==> src/rtl/qspi_xip_pkg.sv <==
package qspi_xip_pkg;
  typedef enum logic [1:0] {
    LANE_111 = 2'd0,
    LANE_114 = 2'd1,
    LANE_144 = 2'd2,
    LANE_RSV = 2'd3
  } lane_e;

  typedef enum logic [2:0] {
    PH_IDLE  = 3'd0,
    PH_CMD   = 3'd1,
    PH_ADDR  = 3'd2,
    PH_DUMMY = 3'd3,
    PH_DATA  = 3'd4,
    PH_GAP   = 3'd5
  } phase_e;

  localparam int unsigned OPC_W  = 8;
  localparam int unsigned NIB_W  = 4;
  localparam int unsigned A24_W  = 24;
  localparam int unsigned A32_W  = 32;
endpackage

==> src/rtl/qspi_sck_gen.sv <==
module qspi_sck_gen #(
  parameter int unsigned CLK_DIV = 4
) (
  input  logic clk_i,
  input  logic rst_ni,
  input  logic en_i,
  output logic sck_o,
  output logic rise_o,
  output logic fall_o
);
  localparam int unsigned CNT_W   = (CLK_DIV > 2) ? $clog2(CLK_DIV) : 1;
  localparam int unsigned HIGH_C  = CLK_DIV / 2;
  localparam int unsigned LOW_C   = CLK_DIV - HIGH_C;
  localparam logic [CNT_W-1:0] RISE_AT = CNT_W'(LOW_C - 1);
  localparam logic [CNT_W-1:0] LAST_AT = CNT_W'(CLK_DIV - 1);

  logic [CNT_W-1:0] cnt_q;

  assign rise_o = en_i && (cnt_q == RISE_AT);
  assign fall_o = en_i && (cnt_q == LAST_AT);

  always_ff @(posedge clk_i or negedge rst_ni) begin
    if (!rst_ni) begin
      cnt_q <= '0;
      sck_o <= 1'b0;
    end else if (!en_i) begin
      cnt_q <= '0;
      sck_o <= 1'b0;
    end else begin
      cnt_q <= fall_o ? '0 : cnt_q + 1'b1;
      if (rise_o)      sck_o <= 1'b1;
      else if (fall_o) sck_o <= 1'b0;
    end
  end
endmodule

==> src/rtl/qspi_cmd_sel.sv <==
module qspi_cmd_sel
  import qspi_xip_pkg::*;
#(
  parameter logic [7:0] OP_111_A24 = 8'h0B,
  parameter logic [7:0] OP_111_A32 = 8'h0C,
  parameter logic [7:0] OP_114_A24 = 8'h6B,
  parameter logic [7:0] OP_114_A32 = 8'h6C,
  parameter logic [7:0] OP_144_A24 = 8'hEB,
  parameter logic [7:0] OP_144_A32 = 8'hEC,
  parameter int unsigned DATA_W = 32,
  parameter int unsigned BEAT_W = 6
) (
  input  logic [1:0]        lane_i,
  input  logic              addr32_i,
  output logic [OPC_W-1:0]  opcode_o,
  output logic              quad_addr_o,
  output logic              quad_data_o,
  output logic [BEAT_W-1:0] addr_beats_o,
  output logic [BEAT_W-1:0] data_beats_o
);
  localparam int unsigned ABITS = 0;

  always_comb begin
    quad_addr_o = 1'b0;
    quad_data_o = 1'b0;
    unique case (lane_i)
      LANE_114: begin
        opcode_o    = addr32_i ? OP_114_A32 : OP_114_A24;
        quad_data_o = 1'b1;
      end
      LANE_144: begin
        opcode_o    = addr32_i ? OP_144_A32 : OP_144_A24;
        quad_addr_o = 1'b1;
        quad_data_o = 1'b1;
      end
      default: opcode_o = addr32_i ? OP_111_A32 : OP_111_A24;
    endcase
  end

  always_comb begin
    logic [BEAT_W-1:0] abits;
    abits        = addr32_i ? BEAT_W'(A32_W + ABITS) : BEAT_W'(A24_W + ABITS);
    addr_beats_o = quad_addr_o ? (abits >> 2) : abits;
    data_beats_o = quad_data_o ? BEAT_W'(DATA_W / NIB_W) : BEAT_W'(DATA_W);
  end
endmodule

==> src/rtl/qspi_seq_core.sv <==
module qspi_seq_core
  import qspi_xip_pkg::*;
#(
  parameter int unsigned CLK_DIV = 4,
  parameter int unsigned DATA_W  = 32,
  parameter int unsigned DUMMY_W = 5,
  parameter int unsigned BEAT_W  = 6
) (
  input  logic               clk_i,
  input  logic               rst_ni,
  input  logic               req_i,
  input  logic [A32_W-1:0]   addr_i,
  input  logic               cfg_addr32_i,
  input  logic [1:0]         cfg_lane_i,
  input  logic [DUMMY_W-1:0] cfg_dummy_i,
  input  logic [OPC_W-1:0]   opcode_i,
  input  logic               quad_addr_i,
  input  logic               quad_data_i,
  input  logic [BEAT_W-1:0]  addr_beats_i,
  input  logic [BEAT_W-1:0]  data_beats_i,
  input  logic               rise_i,
  input  logic               fall_i,
  input  logic [3:0]         io_i,
  output logic               sck_en_o,
  output logic [1:0]         lane_q_o,
  output logic               addr32_q_o,
  output logic               cs_no,
  output logic [3:0]         io_o,
  output logic [3:0]         io_oe_o,
  output logic [DATA_W-1:0]  rdata_o,
  output logic               ready_o
);
  localparam int unsigned NBYTES = DATA_W / 8;
  localparam int unsigned GAP_W  = $clog2(CLK_DIV + 1);
  localparam logic [GAP_W-1:0] GAP_LAST = GAP_W'(CLK_DIV - 1);

  phase_e              phase_q;
  logic [BEAT_W-1:0]   bcnt_q;
  logic [GAP_W-1:0]    gap_q;
  logic [A32_W-1:0]    tx_q;
  logic [DATA_W-1:0]   rx_q;
  logic [DATA_W-1:0]   rx_swap;
  logic [DUMMY_W-1:0]  dummy_q;
  logic [1:0]          lane_q;
  logic                addr32_q;
  logic                active;
  logic [BEAT_W-1:0]   dummy_last;

  assign active     = (phase_q == PH_CMD) || (phase_q == PH_ADDR) ||
                      (phase_q == PH_DUMMY) || (phase_q == PH_DATA);
  assign sck_en_o   = active;
  assign cs_no      = !active;
  assign lane_q_o   = lane_q;
  assign addr32_q_o = addr32_q;
  assign dummy_last = BEAT_W'(dummy_q) - BEAT_W'(1);

  // first byte on the wire becomes the least significant byte
  for (genvar b = 0; b < NBYTES; b++) begin : g_swap
    assign rx_swap[8*b +: 8] = rx_q[8*(NBYTES-1-b) +: 8];
  end

  always_ff @(posedge clk_i or negedge rst_ni) begin
    if (!rst_ni) begin
      phase_q  <= PH_IDLE;
      bcnt_q   <= '0;
      gap_q    <= '0;
      tx_q     <= '0;
      rx_q     <= '0;
      dummy_q  <= '0;
      lane_q   <= LANE_111;
      addr32_q <= 1'b0;
      rdata_o  <= '0;
      ready_o  <= 1'b0;
    end else begin
      ready_o <= 1'b0;
      if (rise_i && phase_q == PH_DATA)
        rx_q <= quad_data_i ? {rx_q[DATA_W-5:0], io_i} : {rx_q[DATA_W-2:0], io_i[1]};
      unique case (phase_q)
        PH_IDLE: if (req_i) begin
          phase_q  <= PH_CMD;
          bcnt_q   <= '0;
          lane_q   <= cfg_lane_i;
          addr32_q <= cfg_addr32_i;
          dummy_q  <= cfg_dummy_i;
          tx_q     <= cfg_addr32_i ? addr_i : {addr_i[A24_W-1:0], 8'h00};
        end
        PH_CMD: if (fall_i) begin
          if (bcnt_q == BEAT_W'(OPC_W - 1)) begin
            phase_q <= PH_ADDR;
            bcnt_q  <= '0;
          end else begin
            bcnt_q <= bcnt_q + 1'b1;
          end
        end
        PH_ADDR: if (fall_i) begin
          tx_q <= quad_addr_i ? {tx_q[A32_W-5:0], 4'h0} : {tx_q[A32_W-2:0], 1'b0};
          if (bcnt_q == addr_beats_i - BEAT_W'(1)) begin
            phase_q <= (dummy_q == '0) ? PH_DATA : PH_DUMMY;
            bcnt_q  <= '0;
          end else begin
            bcnt_q <= bcnt_q + 1'b1;
          end
        end
        PH_DUMMY: if (fall_i) begin
          if (bcnt_q == dummy_last) begin
            phase_q <= PH_DATA;
            bcnt_q  <= '0;
          end else begin
            bcnt_q <= bcnt_q + 1'b1;
          end
        end
        PH_DATA: if (fall_i) begin
          if (bcnt_q == data_beats_i - BEAT_W'(1)) begin
            phase_q <= PH_GAP;
            bcnt_q  <= '0;
            gap_q   <= '0;
            rdata_o <= rx_swap;
            ready_o <= 1'b1;
          end else begin
            bcnt_q <= bcnt_q + 1'b1;
          end
        end
        PH_GAP: begin
          if (gap_q == GAP_LAST) phase_q <= PH_IDLE;
          else                   gap_q   <= gap_q + 1'b1;
        end
        default: phase_q <= PH_IDLE;
      endcase
    end
  end

  // line drive per phase; IO2/IO3 parked high whenever not in a quad phase
  always_comb begin
    io_o    = 4'b1100;
    io_oe_o = 4'b1100;
    unique case (phase_q)
      PH_CMD: begin
        io_o[0]    = opcode_i[3'd7 - bcnt_q[2:0]];
        io_oe_o[0] = 1'b1;
      end
      PH_ADDR: begin
        if (quad_addr_i) begin
          io_o    = tx_q[A32_W-1 -: 4];
          io_oe_o = 4'b1111;
        end else begin
          io_o[0]    = tx_q[A32_W-1];
          io_oe_o[0] = 1'b1;
        end
      end
      PH_DUMMY, PH_DATA: begin
        if (quad_data_i) begin
          io_o    = 4'b0000;
          io_oe_o = 4'b0000;
        end
      end
      default: ;
    endcase
  end
endmodule

==> src/rtl/qspi_xip_reader.sv <==
module qspi_xip_reader
  import qspi_xip_pkg::*;
#(
  parameter int unsigned CLK_DIV    = 4,
  parameter int unsigned DATA_W     = 32,
  parameter int unsigned DUMMY_W    = 5,
  parameter logic [7:0]  OP_111_A24 = 8'h0B,
  parameter logic [7:0]  OP_111_A32 = 8'h0C,
  parameter logic [7:0]  OP_114_A24 = 8'h6B,
  parameter logic [7:0]  OP_114_A32 = 8'h6C,
  parameter logic [7:0]  OP_144_A24 = 8'hEB,
  parameter logic [7:0]  OP_144_A32 = 8'hEC
) (
  input  logic               clk_i,
  input  logic               rst_ni,
  input  logic               req_i,
  input  logic [31:0]        addr_i,
  output logic [DATA_W-1:0]  rdata_o,
  output logic               ready_o,
  input  logic               cfg_addr32_i,
  input  logic [1:0]         cfg_lane_i,
  input  logic [DUMMY_W-1:0] cfg_dummy_i,
  output logic               sck_o,
  output logic               cs_no,
  output logic [3:0]         io_o,
  output logic [3:0]         io_oe_o,
  input  logic [3:0]         io_i
);
  localparam int unsigned BW_D   = $clog2(DATA_W + 1);
  localparam int unsigned BW_M   = (BW_D > DUMMY_W) ? BW_D : DUMMY_W;
  localparam int unsigned BEAT_W = (BW_M > 6) ? BW_M : 6;

  logic              sck_en, rise, fall;
  logic [1:0]        lane_q;
  logic              addr32_q;
  logic [OPC_W-1:0]  opcode;
  logic              quad_addr, quad_data;
  logic [BEAT_W-1:0] addr_beats, data_beats;

  qspi_sck_gen #(.CLK_DIV(CLK_DIV)) u_sck (
    .clk_i  (clk_i),
    .rst_ni (rst_ni),
    .en_i   (sck_en),
    .sck_o  (sck_o),
    .rise_o (rise),
    .fall_o (fall)
  );

  qspi_cmd_sel #(
    .OP_111_A24 (OP_111_A24), .OP_111_A32 (OP_111_A32),
    .OP_114_A24 (OP_114_A24), .OP_114_A32 (OP_114_A32),
    .OP_144_A24 (OP_144_A24), .OP_144_A32 (OP_144_A32),
    .DATA_W     (DATA_W),     .BEAT_W     (BEAT_W)
  ) u_cmd (
    .lane_i       (lane_q),
    .addr32_i     (addr32_q),
    .opcode_o     (opcode),
    .quad_addr_o  (quad_addr),
    .quad_data_o  (quad_data),
    .addr_beats_o (addr_beats),
    .data_beats_o (data_beats)
  );

  qspi_seq_core #(
    .CLK_DIV (CLK_DIV), .DATA_W (DATA_W), .DUMMY_W (DUMMY_W), .BEAT_W (BEAT_W)
  ) u_seq (
    .clk_i        (clk_i),
    .rst_ni       (rst_ni),
    .req_i        (req_i),
    .addr_i       (addr_i),
    .cfg_addr32_i (cfg_addr32_i),
    .cfg_lane_i   (cfg_lane_i),
    .cfg_dummy_i  (cfg_dummy_i),
    .opcode_i     (opcode),
    .quad_addr_i  (quad_addr),
    .quad_data_i  (quad_data),
    .addr_beats_i (addr_beats),
    .data_beats_i (data_beats),
    .rise_i       (rise),
    .fall_i       (fall),
    .io_i         (io_i),
    .sck_en_o     (sck_en),
    .lane_q_o     (lane_q),
    .addr32_q_o   (addr32_q),
    .cs_no        (cs_no),
    .io_o         (io_o),
    .io_oe_o      (io_oe_o),
    .rdata_o      (rdata_o),
    .ready_o      (ready_o)
  );
endmodule

==> config.mk <==
export PLATFORM = sky130hd
export DESIGN_NAME = qspi_xip_reader
export DESIGN_NICKNAME = d
export VERILOG_FILES = /design/src/rtl/qspi_xip_pkg.sv /design/src/rtl/qspi_sck_gen.sv /design/src/rtl/qspi_cmd_sel.sv /design/src/rtl/qspi_seq_core.sv /design/src/rtl/qspi_xip_reader.sv
export SDC_FILE = /design/constraint.sdc
export NUM_CORES = 1
export LEC_CHECK = 0
export BUFFER_PORTS_ARGS = -buffer_cell sky130_fd_sc_hd__buf_2
export CAP_MARGIN = 20
export CORE_ASPECT_RATIO = 1.2
export CORE_MARGIN = 4
export CORE_UTILIZATION = 55
export CTS_CLUSTER_SIZE = 16
export DETAILED_ROUTE_END_ITERATION = 7
export GPL_TIMING_DRIVEN = 1
export PLACE_DENSITY = 0.77
export SLEW_MARGIN = 10
export SYNTH_ARGS = -nofsm -noshare
export SYNTH_HDL_FRONTEND = slang
export SYNTH_SLANG_ARGS = --single-unit
==> constraint.sdc <==
create_clock -name clk_i -period 5.85 [get_ports clk_i]
set_input_delay 1.17 -clock clk_i [delete_from_list [all_inputs] [get_ports clk_i]]
set_output_delay 1.17 -clock clk_i [all_outputs]
set_load 0.1 [all_outputs]
---- Yosys cells after proc, flatten, opt, wreduce, memory -nomap -nowiden ----
Index checks and enable logic that the tools add are counted.
storage, ports and cells
  flip-flop bits (word level) ............. 120
  bits of input ports ..................... 47
  output and inout bits ................... 43
  word-level logic and storage cells ...... 126
operators by class
  add/sub/neg operators ................... 7
  order comparisons ....................... 1
  equal/unequal tests ..................... 26
  mux-type cells .......................... 59
  reductions and logical operators ........ 21
operator list
  operator             count
  $mux 32              5
  $mux 6               12
  $pmux 32 s2          1
  $mux 3               18
  $pmux 6 s5           1
  $ne 2x2->1 const B   10
  $eq 6x6->1           3
  $pmux 3 s2           3
  $pmux 3 s6           1
  $pmux 8 s2           1
  $sub 6x1->6 const B  2
  $mux 1               11
  $reduce_and 10->1    1
  $eq 3x2->1 const B   3
  $add 6x1->6 const B  1
  $eq 3x3->1 const B   2
  $eq 6x3->1 const B   1
  $reduce_and 3->1     2
  $reduce_and 6->1     1
  $reduce_or 2->1      3
  $sub 5x1->6 const B  1
  $logic_not 5->1      1
  $reduce_bool 5->1    1
  $eq 2x1->1 const B   2
  other kinds (20)     27

---- Depth between registers and ports, before layout ----
Gate-level depths: netlist (run 1).
  depth in word-level cells ............... 9
  gate-level depth with buffers ........... 9
  depth with buffers taken out ............ 8

---- Hierarchy ----
From an unflattened synthesis (run 1), not the netlist that was laid out.
unflattened totals
  cells, all modules ...................... 679
  area total of the unflattened synthesis .. 6859.1 um2
by module, submodules not included
  module         times used  cells an instance  area each (um2)  seq. area each (um2)
  qspi_seq_core  1           641                6533.8           2927.8
  qspi_cmd_sel   1           25                 181.4            0.0
  qspi_sck_gen   1           13                 143.9            75.1

---- Least setup slack after synthesis (run 1) ----
No wires, ideal clock.
  kind .................................... reg-to-output
  start point ............................. reg u_seq.lane_q[0], in the netlist u_seq.lane_q_o[0]
  end point ............................... out io_o[0]
  data arrival time ....................... 2.771 ns
  path slack .............................. 1.909 ns
  stages on the path, launching flop included .. 9
  path through ............................ dfrtp_1 > inv_1 > ha_1 > clkbuf_1 > buf_1 > mux2i_1 > nor3_1 > a21oi_1 > nor2_1
between the ends
  word-level cells in the longest chain between the ends .. 5
  elaborated cells between the ends (all ways) .. 8
RTL lines
  what                                             line                   RTL
  start: declaration                               qspi_seq_core.sv:44    logic [1:0] lane_q;
  start signal: assignment                         qspi_seq_core.sv:82    lane_q <= cfg_lane_i;
  $eq 2x2->1 / $eq 2x1->1 (equally long branches)  qspi_cmd_sel.sv:26     unique case (lane_i)
  $pmux 8 s2                                       qspi_cmd_sel.sv:26
  $bmux 1 s3                                       qspi_seq_core.sv:138   io_o[0] = opcode_i[3'd7 - bcnt_q[2:0]];
  $mux 1 (implied by the code)                     qspi_seq_core.sv:138
  $pmux 1 s3 *                                     qspi_seq_core.sv:136   unique case (phase_q)
  end: declaration                                 qspi_xip_reader.sv:25  output logic [3:0] io_o,
Mark *: on every way between the ends. The rest lies on a longest branch, timed or not. The select of a mux whose other input is x is not followed.

---- Worst setup path in the final report (run 1) ----
Ends and elaborated chain as after synthesis.

==> summary.md, run 1 <==
| Metric | Value |
|---|---|
| Status | `finished, final reports clean` |
| Most frequently used flop master after synthesis | `dfrtp_1` |
| Total power divided by cell area | `592 nW/µm²` |
| Most area-hungry cell type in the Yosys netlist | `dfrtp_1` |
| Setup WS pre-CTS | `2240 ps` |
| TritonCTS clock tree | `done` |
| Part of the Yosys area used for sequential elements | `47.4%` |
| Initial DRC Count | `285` |
| Antenna Violating Nets Remaining | `0` |
| DR pass1 iterations | `5` |
| Required time of the worst setup path | `4680 ps` |
| Net count of the mapped netlist | `700` |
| Via count of the first global-routing pass | `5114` |
| Clock Pin Slew Worst Setup and Hold Paths | `50 ps` |
| Worst hold-check path type | `flop to flop` |
| Starting Density | `56.8%` |
| Antenna Cells | `0` |
| Total number of yosys warnings | `0` |
| Overflow after GRT | `0` |
| P_leak | `0.00370 µW` |
| Vias | `5044` |
| Post-cts repair resize count | `0` |
| Site row count | `42` |
| Area growth, synth to finish | `18.0%` |
| Fraction of synthesis flops using an asynchronous set or reset pin | `100%` |
| WL per Instance | `16.5 µm` |
| Final Cycle Share | `69.2%` |
| Fill cell instance count of the final layout | `891` |
| Global-route wire length before repair | `24400 µm` |
| Cell at the root of the clock tree | `clkbuf_16` |
| Slew Viols, Final | `0` |
| Antenna violations before repair | `0` |
| Gate count after technology mapping | `645` |
| Crit path setup slack, layout | `1800 ps` |
| Minimum clock period | `4050 ps` |
| Core area | `11100 µm²` |
| Commonest cells after routing, fill and taps aside | `dfrtp_1 (120), buf_2 (88), nand2_1 (73)` |
| Vias/cell | `5.73` |
| Hold Violations, Final | `0` |
| Post-CTS setup-driven buffer insertion count | `0` |
| Count of final setup violators | `0` |
| Worst relative slew slack | `30.8%` |
| Leading cell type in the layout, fill and taps excluded | `dfrtp_1` |
| Global Route met3 Usage | `5.77%` |
| Met1 track demand over resource in global routing | `27.7%` |
| Max-cap viol count | `0` |
| RSZ-0062 raised after global routing | `false` |
| DPL Wire Length | `9670 µm` |
| Global-route total usage across every layer | `22.6%` |
| Area of the die | `13300 µm²` |
| Worst-margin pin slew | `1040 ps` |
| GR Util met2 | `38.4%` |
| Kind of start point of the critical path | `flop` |
| Post-route DRC violation count | `0` |
| Proportion of netlist area held by the largest area contributor | `47.4%` |
| Pin count of the biggest net entering global routing | `67` |
| Critical path capture point type | `output port` |
| Arrival time at the worst endpoint | `2880 ps` |
| Largest cells by area after synthesis | `dfrtp_1 (47%), mux2_2 (11%), mux2i_1 (9.8%)` |
| Die W | `106 µm` |
| CTS max path bufs | `2` |
| Final setup skew | `12.7 ps` |
| CTS H-Tree Depth | `4` |
| Height of the die | `126 µm` |
| Post-synthesis instance area | `6330 µm²` |
| GRT busiest layer | `met2` |
| Hold_buf cts | `0` |
| Io pins | `90` |
| Clock network latency to the later pin of the worst-skew pair | `420 ps` |
| DRT Wirelength | `14500 µm` |
| Highest clock rate | `247 MHz` |
| Worst IR Drop VDD | `0.591 mV` |
| Placer congestion estimate | `0.873` |
| Inserted Clock Buffers | `17` |
| Number of flops mapped to enable cells by yosys | `0` |
| Sum of negative setup slack | `0 ps` |
| FF+latch count, synth | `120` |
| Type of the worst setup path | `flop to output port` |
| Number of clock sinks | `120` |
| Largest driver fanout on the critical path | `36` |
| Layout Nets | `768` |
| Port Buffers | `89` |
| Mean instance size in the synthesized netlist | `9.82 µm²` |
| Share of cells above drive strength 1 | `26.9%` |
| Number of distinct standard cells referenced by the synthesized netlist | `50` |
## per-layer routing
layer  share of wire, %  wire [µm]  vias to the layer above
met5                  0          0                        -
met4                2.2        325                        0
met3                4.4        636                       32
met2                 51       7450                      152
met1                 42       6110                     2453
li1                   -          -                     2407
## report_power, final
part	total, µW	internal, µW	switching [µW]
Sequential	1420	1100	320
Combinational	1920	707	1210
Clock	1090	721	368
Total	4420	2530	1900
## registers in the layout, summed over array words and instances (netlist names)
signal            flops
u_seq.tx_q           32
u_seq.phase_q         3
u_seq.gap_q           3
u_sck.sck_o           1
u_seq.dummy_q         5
u_seq.ready_o         1
u_sck.cnt_q           2
u_seq.lane_q_o        2
u_seq.rx_q           32
u_seq.bcnt_q          6
u_seq.rdata_o        32
u_seq.addr32_q_o      1
## cell type report
type	count	area [µm²]	share of cell area, %
clock buffers	20	447	5.98
clock inverters	12	175	2.34
inverters	15	56.3	0.753
multi-input cells	464	3090	41.4
flip-flops and latches	120	3000	40.2
well taps	154	193	2.58
repair buffers	95	505	6.76
## cells in the mapped netlist (all sizes together) (3+ instances only)
cell,instances
o21ai,65
dfrtp,120
inv,14
and3,4
mux2i,62
nor2,65
o211ai,6
xnor2,4
nor3b,5
nor3,8
nand2,73
ha,8
a31oi,10
mux2,61
buf,16
or3,3
a21oi,47
nand3,7
clkbuf,30
nor2b,8
## metrics by stage
step	cell area, µm²	hold slack, ps	power, µW	utilization [%]	instances
final	7470	476	4420	67.1	880
after global routing	7470	503	4710	67.1	880
after global placement	6830	456	3210	61.3	847
after floorplan	6330	444	2910	-	645
after detailed placement	6830	470	3300	61.3	847
after CTS	7450	477	4420	66.9	879
## worst max-delay path, stage by stage (launching register included)
cell and delay, ps:
dfrtp_1 350, inv_1 90, ha_2 600, o21a_1 240, a2111oi_0 360, a21oi_1 100
nor2_1 110, a21oi_1 70, nor2_1 110, buf_2 440
## final timing paths
| check | start | slack (ps) | end | cells past startpoint |
|---|---|---|---|---|
| setup / recovery | u_seq.lane_q_o[0] | 1800 | io_o[0] | 9 |
| hold / removal | u_sck.cnt_q[0] | 480 | u_sck.cnt_q[0] | 1 |
| setup reg to reg | u_seq.lane_q_o[1] | 2960 | u_seq.phase_q[0] | 7 |
| hold reg to reg | u_sck.cnt_q[0] | 480 | u_sck.cnt_q[0] | 1 |
| max in group asynchronous | rst_ni | 3810 | u_seq.rx_q[10] | 2 |
| min in group asynchronous | rst_ni | 850 | u_seq.bcnt_q[5] | 1 |
## kinds of logic (layout without fill, tap and decap cells)
family | after synthesis | in the layout | synth area share, %
compound gates | 146 | 146 | 13.0
xor+xnor | 6 | 6 | 0.830
mux | 123 | 123 | 20.6
fa+ha+maj | 8 | 8 | 1.58
buf+inv | 61 | 142 | 3.91
simple gates | 181 | 181 | 12.6
flops | 120 | 120 | 47.4
Power figures use the tool's default switching activity.
==> inputs of run 2 (changes only) <==
--- a/config.mk
+++ b/config.mk
@@ -9,11 +9,11 @@
 export CAP_MARGIN = 20
 export CORE_ASPECT_RATIO = 1.2
 export CORE_MARGIN = 4
-export CORE_UTILIZATION = 55
+export CORE_UTILIZATION = 52
 export CTS_CLUSTER_SIZE = 16
 export DETAILED_ROUTE_END_ITERATION = 7
 export GPL_TIMING_DRIVEN = 1
-export PLACE_DENSITY = 0.77
+export PLACE_DENSITY = 0.76
 export SLEW_MARGIN = 10
 export SYNTH_ARGS = -nofsm -noshare
 export SYNTH_HDL_FRONTEND = slang
==> constraint.sdc (replaced) <==
create_clock -name clk_i -period 3.52 [get_ports clk_i]
set_input_delay 0.704 -clock clk_i [delete_from_list [all_inputs] [get_ports clk_i]]
set_output_delay 0.704 -clock clk_i [all_outputs]
set_load 0.1 [all_outputs]
==> run 2 against run 1 <==
  * Worst hold slack lost 410 ps
  * Clock power is 56% higher
  * Cell area shrank 0.12%
  * Register-to-register slack worse by 2100 ps
  * Power grew 63%
  * Via count fell by 1.6%
  * Final cell count increased by 0.57%
  * Global-route usage decreased by 1.0 points
  * First-iteration DRC count decreased by 19%
==> summary.md, run 2 (synthesis gave the netlist of run 1 again) <==
| Metric | Value |
|---|---|
| Status | `finished, final reports clean` |
| FF+latch area | `3000 µm²` |
| M1 wire length | `5990 µm` |
| DRT Wirelength | `14100 µm` |
| P_leak | `0.00371 µW` |
| Clock network latency to the later pin of the worst-skew pair | `410 ps` |
| WL per Instance | `16.0 µm` |
| Routed wire length on met3 | `571 µm` |
| Port Buffers | `89` |
| Placer congestion estimate | `0.846` |
| Worst hold-check path type | `primary input to async pin` |
| Slew Viols, Final | `0` |
| Vias/cell | `5.61` |
| TritonCTS clock tree | `done` |
| Worst IR Drop VDD | `1.31 mV` |
| Post-CTS setup-driven buffer insertion count | `0` |
| Hold_buf cts | `0` |
| Initial DRC Count | `230` |
| Global-route wire length before repair | `24100 µm` |
| Commonest cells after routing, fill and taps aside | `dfrtp_1 (120), buf_2 (87), nand2_1 (73)` |
| Area growth, synth to finish | `17.9%` |
| Overflow after GRT | `0` |
| Area used by multi-input combinational logic | `3090 µm²` |
| Highest signal layer in the routed design | `met4` |
| Number of clock sinks | `120` |
| Leading cell type in the layout, fill and taps excluded | `dfrtp_1` |
| Worst-margin pin slew | `998 ps` |
| Sum of negative setup slack | `0 ps` |
| Kind of start point of the critical path | `flop` |
| Largest driver fanout on the critical path | `3` |
| Max-cap viol count | `0` |
| Share of cells above drive strength 1 | `27.3%` |
| Required time of the worst setup path | `2820 ps` |
| Starting Density | `54.0%` |
| Post-Layout Cell Count | `885` |
| Antenna Cells | `0` |
| Largest registers in the final layout | `u_seq.rdata_o x32, u_seq.rx_q x32, u_seq.tx_q x32` |
| DPL Wire Length | `9950 µm` |
| Cell at the root of the clock tree | `clkbuf_16` |
| Post-route DRC violation count | `0` |
| Arrival time at the worst endpoint | `2380 ps` |
| Final setup skew | `8.36 ps` |
| Height of the die | `129 µm` |
| Core area | `11700 µm²` |
| RSZ-0062 raised after global routing | `false` |
| Type of the worst setup path | `flop to output port` |
| CTS max path bufs | `2` |
| Critical path capture point type | `output port` |
| Layout Nets | `770` |
| Fill cell instance count of the final layout | `987` |
| Hold Violations, Final | `0` |
| DR pass1 iterations | `5` |
| Final Power | `7210 µW` |
| Final Cycle Share | `87.5%` |
| Worst hold slack | `61.8 ps` |
| Post-cts repair resize count | `0` |
| Vias | `4962` |
| Antenna violations before repair | `0` |
| Inserted Clock Buffers | `17` |
| Highest clock rate | `325 MHz` |
| Pin count of the biggest net entering global routing | `65` |
| Met2 WL | `7400 µm` |
| CTS H-Tree Depth | `4` |
| Clock Pin Slew Worst Setup and Hold Paths | `60 ps` |
| Number of placed instances, taps included | `853` |
| Via count of the first global-routing pass | `5077` |
| Worst relative slew slack | `33.5%` |
| Area of the die | `14000 µm²` |
| Io pins | `90` |
| Antenna Violating Nets Remaining | `0` |
| Global-route total usage across every layer | `21.6%` |
| Count of final setup violators | `0` |
| Site row count | `43` |
| Minimum clock period | `3080 ps` |
| Total power divided by cell area | `966 nW/µm²` |
| Die W | `109 µm` |
==> run 2: cell types whose count changed in the layout (fill, tap and decap cells not counted), sizes merged <==
cell	previous run	this run
clkinv	3	7
buf	95	97
inv	14	18
bufinv	4	2
clkinvlp	6	3
clkbuf	20	17
==> run 2: layout make-up <==
class | instances | share of cell area [%]
clock buffers | 17 | 5.70
inverters | 15 | 0.754
well taps | 157 | 2.63
flip-flops and latches | 120 | 40.2
repair buffers | 97 | 7.01
multi-input cells | 464 | 41.5
clock inverters | 15 | 2.23
==> run 2: worst paths after layout <==
check                                  startpoint               end  slack (ps)  cells after the start
worst max-delay path            u_seq.lane_q_o[0]           io_o[0]         440                      9
worst min-delay path                       rst_ni  u_seq.dummy_q[3]          60                      1
worst max register to register  u_seq.lane_q_o[1]   u_seq.bcnt_q[4]         820                      8
worst min register to register     u_sck.cnt_q[0]    u_sck.cnt_q[0]         470                      1
max in group asynchronous                  rst_ni     u_seq.rx_q[7]        2530                      2
min in group clk_i                 u_sck.cnt_q[0]    u_sck.cnt_q[0]         470                      1
==> run 2: routing by layer <==
metal,up-vias,GRT usage (%)
li1,2404,-
met1,2421,26.5
met2,121,37.0
met3,16,5.57
met4,0,7.06
met5,-,0
==> run 2: power breakdown <==
group          internal [µW]  leakage [µW]  switching, µW
combinational           1170       0.00186           2000
clock                   1050      0.000281            648
sequential              1830       0.00157            510
total                   4050       0.00371           3160
==> run 2: per-stage QoR <==
step                instance area, µm²  setup WS, ps  utilization (%)
floorplan                         6330          45.1                -
global placement                  6870           929             58.6
detailed placement                6870           825             58.6
CTS                               7460           392             63.6
global route                      7460           281             63.6
finish                            7460           440             63.6
==> run 2: critical path: stages (launching register included) <==
cell and delay, ps:
dfrtp_1 350, inv_1 90, ha_2 290, o21a_1 100
a2111oi_0 450, a21oi_1 80, nor2_1 100, a21oi_1 70
nor2_1 210, buf_12 210
==> inputs of run 3 (changes only) <==
--- a/config.mk
+++ b/config.mk
@@ -7,7 +7,7 @@
 export LEC_CHECK = 0
 export BUFFER_PORTS_ARGS = -buffer_cell sky130_fd_sc_hd__buf_2
 export CAP_MARGIN = 20
-export CORE_ASPECT_RATIO = 1.2
+export CORE_ASPECT_RATIO = 1.4
 export CORE_MARGIN = 4
 export CORE_UTILIZATION = 52
 export CTS_CLUSTER_SIZE = 16
==> run 3 against run 2 <==
  * Final cell count shrank 1.2%
  * Critical endpoint is now io_o[3]
  * Core utilization shrank 0.81 points
  * Cell area is essentially flat
  * Worst hold slack gained 300 ps
  * Sequential power is essentially flat
==> summary.md, run 3 (synthesis gave the netlist of run 1 again) <==
| Metric | Value |
|---|---|
| Number of clock sinks | `120` |
| Inserted Clock Buffers | `17` |
| Core area | `11900 µm²` |
| Largest registers in the final layout | `u_seq.rdata_o x32, u_seq.rx_q x32, u_seq.tx_q x32` |
| Worst-margin pin slew | `993 ps` |
| Vias | `4933` |
| Worst path max stage delay | `450 ps` |
| Port Buffers | `89` |
| Post-CTS setup-driven buffer insertion count | `0` |
| Worst relative slew slack | `33.8%` |
| Global-route wire length before repair | `24000 µm` |
| Starting Density | `53.3%` |
| Largest driver fanout on the critical path | `34` |
| Critical path launch point | `u_seq.lane_q_o[1]` |
| DR pass1 iterations | `5` |
| Sum of negative setup slack | `0 ps` |
| Endpoint of the worst register-to-register path | `u_seq.bcnt_q[5]` |
| Die W | `101 µm` |
| Hold Violations, Final | `0` |
| Max-cap viol count | `0` |
| Antenna Violating Nets Remaining | `0` |
| Highest clock rate | `326 MHz` |
| Fill cell instance count of the final layout | `980` |
| Setup crit end | `io_o[3]` |
| Number of gates on the worst path with buffers counted | `5` |
| Share of cells above drive strength 1 | `27.2%` |
| Slowest CP cell | `buf_4` |
| Slew Viols, Final | `0` |
| Minimum clock period | `3070 ps` |
| Io pins | `90` |
| RSZ-0062 raised after global routing | `false` |
| Overflow after GRT | `0` |
| DPL Wire Length | `9980 µm` |
| P_leak | `0.00372 µW` |
| Status | `finished, final reports clean` |
| Via count of the first global-routing pass | `4906` |
| Antenna Cells | `0` |
| Worst IR Drop VDD | `0.537 mV` |
| Arrival time at the worst endpoint | `2360 ps` |
| Clock network latency to the later pin of the worst-skew pair | `410 ps` |
| Placer congestion estimate | `0.833` |
| Site row count | `47` |
| Worst reg2reg path depth | `8` |
| Final Power | `7260 µW` |
| Kind of start point of the critical path | `flop` |
| Final Cycle Share | `87.2%` |
| Kind of cell with the highest combined delay on the critical path | `buffers and inverters` |
| Worst reg2reg startpoint | `u_seq.lane_q_o[1]` |
| Initial DRC Count | `217` |
| Layout Nets | `769` |
| Worst hold-check path type | `primary input to async pin` |
| DRT Wirelength | `14300 µm` |
| Total power divided by cell area | `972 nW/µm²` |
| Area growth, synth to finish | `17.9%` |
| WL per Instance | `16.4 µm` |
| TritonCTS clock tree | `done` |
| Final setup skew | `8.01 ps` |
| Post-cts repair resize count | `0` |
| CP bufs+invs | `2` |
| Post-route DRC violation count | `0` |
| Type of the worst setup path | `flop to output port` |
| Area of the die | `14000 µm²` |
| CTS max path bufs | `2` |
| Clock Pin Slew Worst Setup and Hold Paths | `60 ps` |
| Commonest cells after routing, fill and taps aside | `dfrtp_1 (120), buf_2 (87), nand2_1 (73)` |
| Ordered cell list for the critical path | `ha_2 > buf_4 > a21oi_1 > nor2_1 > buf_2` |
| Leading cell type in the layout, fill and taps excluded | `dfrtp_1` |
| Global-route total usage across every layer | `21.2%` |
| Antenna violations before repair | `0` |
| Worst hold slack | `358 ps` |
| Vias/cell | `5.64` |
| Pin count of the biggest net entering global routing | `65` |
| Reg2reg setup slack | `840 ps` |
| Height of the die | `139 µm` |
| Required time of the worst setup path | `2820 ps` |
| CTS H-Tree Depth | `4` |
| Hold_buf cts | `0` |
| Count of final setup violators | `0` |
| Cell at the root of the clock tree | `clkbuf_16` |
| Critical path capture point type | `output port` |
run 3: cell count changes in the layout (fill, tap and decap cells not counted):
cell	delta
clkinv_4	-5
clkbuf_8	+1
buf_4	-2
buf_12	+1
inv_6	+5
clkinvlp_4	-1
run 3: through the flow:
stage	instance area, µm²	utilization [%]	worst slack, ps	instances
5_1_grt	7460	62.8	206	874
2_1_floorplan	6330	-	45.1	645
3_3_place_gp	6870	57.8	932	842
3_5_place_dp	6870	57.8	846	842
4_1_cts	7460	62.8	407	874
6_report	7460	62.8	452	874
run 3: worst min path at each step:
stage | slack (ps) | from | to
finish | 360 | rst_ni | u_seq.bcnt_q[4]
global route | 400 | rst_ni | u_seq.bcnt_q[5]
CTS | 380 | rst_ni | u_seq.bcnt_q[4]
detailed placement | 470 | u_sck.cnt_q[0] | u_sck.cnt_q[0]
global placement | 450 | u_sck.cnt_q[0] | u_sck.cnt_q[0]
floorplan | 410 | rst_ni | u_sck.cnt_q[0]
run 3: final cells by class:
| type | instances | area [µm²] | area share (%) |
|---|---|---|---|
| multi-input cells | 464 | 3090 | 41.5 |
| flip-flops and latches | 120 | 3000 | 40.2 |
| repair buffers | 96 | 528 | 7.07 |
| clock buffers | 18 | 439 | 5.88 |
| well taps | 147 | 184 | 2.46 |
| clock inverters | 14 | 159 | 2.13 |
| inverters | 15 | 56.3 | 0.754 |
run 3: power breakdown:
group	internal [µW]	total [µW]	switching, µW
combinational	1170	3160	1990
clock	1080	1750	666
sequential	1830	2350	523
run 3: metal layers:
metal | part of all wire (%) | up-vias | global-route usage, %
li1 | - | 2410 | -
met1 | 41 | 2387 | 26.6
met2 | 53 | 118 | 35.4
met3 | 4.0 | 18 | 5.18
met4 | 1.5 | 0 | 7.14
met5 | 0 | - | 0
run 3: worst register-to-register path: stages, from the launching register on:
cell	delay [ps]
dfrtp_1	390
ha_2	350
buf_4	450
nand3_1	170
a211oi_2	330
o32a_2	240
o21ai_0	210
o21ai_1	280
o211ai_1	140
